`config.mk`:
```
export PLATFORM = sky130hd
export DESIGN_NAME = intr_level_encoder
export DESIGN_NICKNAME = d
export VERILOG_FILES = /design/src/rtl/intr_pkg.sv /design/src/rtl/intr_req_sync.sv /design/src/rtl/intr_prio_enc.sv /design/src/rtl/intr_ack_decode.sv /design/src/rtl/intr_level_encoder.sv
export SDC_FILE = /design/constraint.sdc
export NUM_CORES = 1
export LEC_CHECK = 0
export BUFFER_PORTS_ARGS = -buffer_cell sky130_fd_sc_hd__buf_2
export CAP_MARGIN = 25
export CORE_AREA = 2 2 39 41
export DETAILED_ROUTE_END_ITERATION = 7
export DIE_AREA = 0 0 41 43
export PLACE_DENSITY = 0.41
export SLEW_MARGIN = 20
export SYNTH_ARGS = -nofsm -noshare
export SYNTH_HDL_FRONTEND = slang
export SYNTH_SLANG_ARGS = --single-unit
```
`constraint.sdc`:
```
create_clock -name clk_i -period 1.6 [get_ports clk_i]
set_clock_uncertainty 0.05 [all_clocks]
set_input_delay 0.32 -clock clk_i [delete_from_list [all_inputs] [get_ports clk_i]]
set_output_delay 0.32 -clock clk_i [all_outputs]
set_load 0.05 [all_outputs]
```
`src/rtl/intr_pkg.sv`:
```
package intr_pkg;
  localparam int NUM_SRC = 3;
  typedef logic [2:0] lvl_t;
  // source index -> cpu level; index order has no priority meaning
  localparam lvl_t SRC_LVL [NUM_SRC] = '{3'd7, 3'd5, 3'd2};
  // sources that get an autovector instead of a strobe
  localparam logic [NUM_SRC-1:0] SRC_AUTO = 3'b100;
  localparam logic [2:0] FC_CPU_SPACE = 3'b111;

  // two-pin package: pin1 = IPL2/IPL0 tied, pin0 = IPL1
  function automatic logic [1:0] lvl_to_pins(lvl_t l);
    return {~l[2], ~l[1]};
  endfunction
endpackage

```
`src/rtl/intr_req_sync.sv`:
```
module intr_req_sync #(
  parameter int NUM_SRC     = 3,
  parameter int SYNC_STAGES = 2
) (
  input  logic               clk_i,
  input  logic               rst_ni,
  input  logic [NUM_SRC-1:0] req_n_i,
  output logic [NUM_SRC-1:0] act_o
);
  for (genvar s = 0; s < NUM_SRC; s++) begin : g_src
    logic [SYNC_STAGES-1:0] shreg;
    always_ff @(posedge clk_i or negedge rst_ni) begin
      if (!rst_ni) shreg <= '1;
      else if (SYNC_STAGES == 1) shreg <= req_n_i[s];
      else shreg <= {shreg[SYNC_STAGES-2:0], req_n_i[s]};
    end
    assign act_o[s] = ~shreg[SYNC_STAGES-1];
  end
endmodule

```
`src/rtl/intr_prio_enc.sv`:
```
module intr_prio_enc
  import intr_pkg::*;
(
  input  logic [NUM_SRC-1:0] act_i,
  output logic [1:0]         ipl_n_o
);
  lvl_t best;
  always_comb begin
    best = '0;
    for (int s = 0; s < NUM_SRC; s++)
      if (act_i[s] && SRC_LVL[s] > best) best = SRC_LVL[s];
  end
  assign ipl_n_o = lvl_to_pins(best);
endmodule

```
`src/rtl/intr_ack_decode.sv`:
```
module intr_ack_decode
  import intr_pkg::*;
(
  input  logic [2:0]         fc_i,
  input  logic               as_ni,
  input  logic [2:0]         addr_i,
  output logic [NUM_SRC-1:0] iack_n_o,
  output logic               vpa_no
);
  logic               ack_cyc;
  logic [NUM_SRC-1:0] hit;
  assign ack_cyc = !as_ni && (fc_i == FC_CPU_SPACE);

  for (genvar s = 0; s < NUM_SRC; s++) begin : g_hit
    assign hit[s] = ack_cyc && (addr_i == SRC_LVL[s]);
    if (SRC_AUTO[s]) begin : g_auto
      assign iack_n_o[s] = 1'b1;
    end else begin : g_strb
      assign iack_n_o[s] = ~hit[s];
    end
  end
  assign vpa_no = ~|(hit & SRC_AUTO);
endmodule

```
`src/rtl/intr_level_encoder.sv`:
```
module intr_level_encoder
  import intr_pkg::*;
#(
  parameter int SYNC_STAGES = 2
) (
  input  logic               clk_i,
  input  logic               rst_ni,
  input  logic [NUM_SRC-1:0] req_n_i,
  input  logic [2:0]         fc_i,
  input  logic               as_ni,
  input  logic [2:0]         addr_i,
  output logic [1:0]         ipl_n_o,
  output logic [NUM_SRC-1:0] iack_n_o,
  output logic               vpa_no
);
  logic [NUM_SRC-1:0] act;

  intr_req_sync #(.NUM_SRC(NUM_SRC), .SYNC_STAGES(SYNC_STAGES)) u_sync (
    .clk_i(clk_i), .rst_ni(rst_ni), .req_n_i(req_n_i), .act_o(act)
  );

  intr_prio_enc u_enc (.act_i(act), .ipl_n_o(ipl_n_o));

  intr_ack_decode u_ack (
    .fc_i(fc_i), .as_ni(as_ni), .addr_i(addr_i),
    .iack_n_o(iack_n_o), .vpa_no(vpa_no)
  );
endmodule

```
==> impl_metrics.env <==
export IMPL_core_area_sq_um=1380
export IMPL_area_growth_pct=55.1
export IMPL_groute_usage_overall=0.0546
export IMPL_layout_min_cycle_time_ps=1520
export IMPL_p_sw_frac=0.227
export IMPL_largest_reg_flops=6
export IMPL_cp_arrival_ps=1150
export IMPL_dpl_instance_area_sq_um=317
export IMPL_placed_cells=47
export IMPL_setup_viol_count_final=0
export IMPL_grt_pass1_wl_um=552
export IMPL_worstSetupStartpointType="flip-flop"
export IMPL_crit_required_ps=1230
export IMPL_finalHoldViolCount=0
export IMPL_syn_inst=16
export IMPL_ys_types=11
export IMPL_holdWs_ps=36.2
export IMPL_seq_area_frac_synth=0.716
export IMPL_outcome="completed"
export IMPL_final_area_sq_um=342
export IMPL_grt_pass1_vias=134
export IMPL_peakVddDrop_mv=0.570
export IMPL_std_cell_rows=14
export IMPL_reg_largest_list="u_sync.g_src.shreg: 6 flops"
export IMPL_endpoint_kind="output port"
export IMPL_cts_hold_buf=0
export IMPL_slew_viol_final=0
export IMPL_crit_type="flip-flop to output port"
export IMPL_worstSkewPairLatency_ps=240
export IMPL_clock_sinks=6
export IMPL_htree_num_levels=1
export IMPL_p_per_area_nw_per_um2=1010
export IMPL_slowest_stage="dfstp_2"
export IMPL_cp_top_family="flip-flops"
export IMPL_combPwrFrac=0.127
export IMPL_numCtsBuffers=3
export IMPL_ys_ff_latch=6
export IMPL_antenna_found_initial=0
export IMPL_route_vias_total=181
export IMPL_initial_core_util=0.159
export IMPL_top_register="u_sync.g_src.shreg"
export IMPL_portBuffers=16
export IMPL_root_buffer="clkbuf_4"
export IMPL_grt_overflow=0
export IMPL_routedWlPerCell_um=8.16
export IMPL_finalCritPeriodShare=0.950
export IMPL_dpl_hpwl_um=327
export IMPL_postRouteAntennaNets=0
export IMPL_die_y_um=43
export IMPL_crit_chain="inv_1 -> a21boi_2 -> clkbuf_4"
export IMPL_ys_warn_count=0
export IMPL_syn_area_sq_um=220
export IMPL_path_clk_slew_ps=40
export IMPL_diodes=0
export IMPL_final_cell_mix="15 x buf_2, 6 x dfstp_2, 4 x clkbuf_4"
export IMPL_layout_drive_gt1_share=0.765
export IMPL_cp_num_buf_inv=2
export IMPL_grt_max_degree=7
export IMPL_die_area_sq_um=1760
export IMPL_final_util=0.247
export IMPL_drtIter0Drc=3
export IMPL_cts_tree="yes"
export IMPL_drt_pass1_iterations=2
export IMPL_instances_no_fill=50
export IMPL_tns_ps=0
export IMPL_syn_nets=28
export IMPL_io_pins=18
export IMPL_nNetsFinal=48
export IMPL_p_leak_uw=0.000160
export IMPL_die_w_um=41
export IMPL_max_stage_delay_ps=510
export IMPL_p_int_uw=266
export IMPL_fmax_ghz=0.658
export IMPL_rsz0062_at_grt="false"
export IMPL_gp_congestion=0.536
export IMPL_avgSynthCellArea_sq_um=13.8
export IMPL_routed_wl_um=408
export IMPL_vias_per_cell=3.62
export IMPL_worst_path_max_fanout=1
export IMPL_p_seq_frac=0.489
export IMPL_drc=0
export IMPL_cts_max_path_buffers=2
export IMPL_p_switching_uw=78.3
export IMPL_final_common_cell="buf_2"
export IMPL_maxCapViolCount=0
export IMPL_worstHoldPathType="input port to async pin"
export IMPL_power_frac_clock=0.384
-- layout make-up --
cell class	instances	area (sq um)
fillers	150	1040
flip-flops and latches	6	158
repair buffers	16	82.6
multi-input cells	8	55.1
clock buffers	3	22.5
well taps	16	20.0
inverters	1	3.75
-- logic make-up (layout without fill, tap and decap cells) --
family,after synthesis,in the layout,share of synthesized area
other cells,1,1,0.0170
buf+inv,2,20,0.0511
flops,6,6,0.716
simple gates,6,6,0.182
compound gates,1,1,0.0341
-- synthesized netlist by cell type --
cell / instances / area, sq um
dfstp_2: 6 / 158
inv_1: 1 / 3.75
conb_1: 1 / 3.75
nand4b_1: 1 / 8.76
and4b_1: 1 / 10.0
nand4_1: 1 / 6.26
nand3_1: 1 / 5.00
and2_1: 1 / 6.26
buf_4: 1 / 7.51
a21boi_0: 1 / 7.51
nor2_1: 1 / 3.75
-- metal layers --
metal	share of wire	GRT usage	vias up
met5	0	0	-
met3	0.12	0.0785	0
li1	-	-	89
met1	0.38	0.0625	83
met2	0.50	0.0531	9
met4	0	0.0200	0
-- power by group through the flow --
stage	logic, uW	registers (uW)	clock network [uW]
3_3_place_gp	41.7	170	0
5_1_grt	47.3	169	151
6_report	43.8	168	133
4_1_cts	43.2	169	138
3_5_place_dp	43.0	170	0
2_1_floorplan	25.0	170	0
-- metrics by stage --
stage,setup slack (ps),power [uW]
6_report,80.7,345
5_1_grt,28.3,368
4_1_cts,37.6,350
3_5_place_dp,229,213
3_3_place_gp,253,212
2_1_floorplan,156,195
-- repair_timing --
| action | CTS | global route |
|---|---|---|
| buffers inserted | 0 | 0 |
| hold endpoints to repair | 0 | 0 |
| resized for setup | 0 | 1 |
| setup endpoints to repair | 0 | 1 |
-- final timing paths --
kind | slack, ps | to | startpoint | depth (start not counted)
max | 80 | ipl_n_o[0] | u_sync.g_src[2].shreg[1] | 3
min | 40 | u_sync.g_src[2].shreg[1] | rst_ni | 1
max reg2reg | 990 | u_sync.g_src[1].shreg[1] | u_sync.g_src[1].shreg[0] | 0
min reg2reg | 300 | u_sync.g_src[0].shreg[1] | u_sync.g_src[0].shreg[0] | 0
max in group asynchronous | 1440 | u_sync.g_src[1].shreg[0] | rst_ni | 1
min in group clk_i | 130 | u_sync.g_src[0].shreg[0] | req_n_i[0] | 1
(Power assumes the default switching activity.)
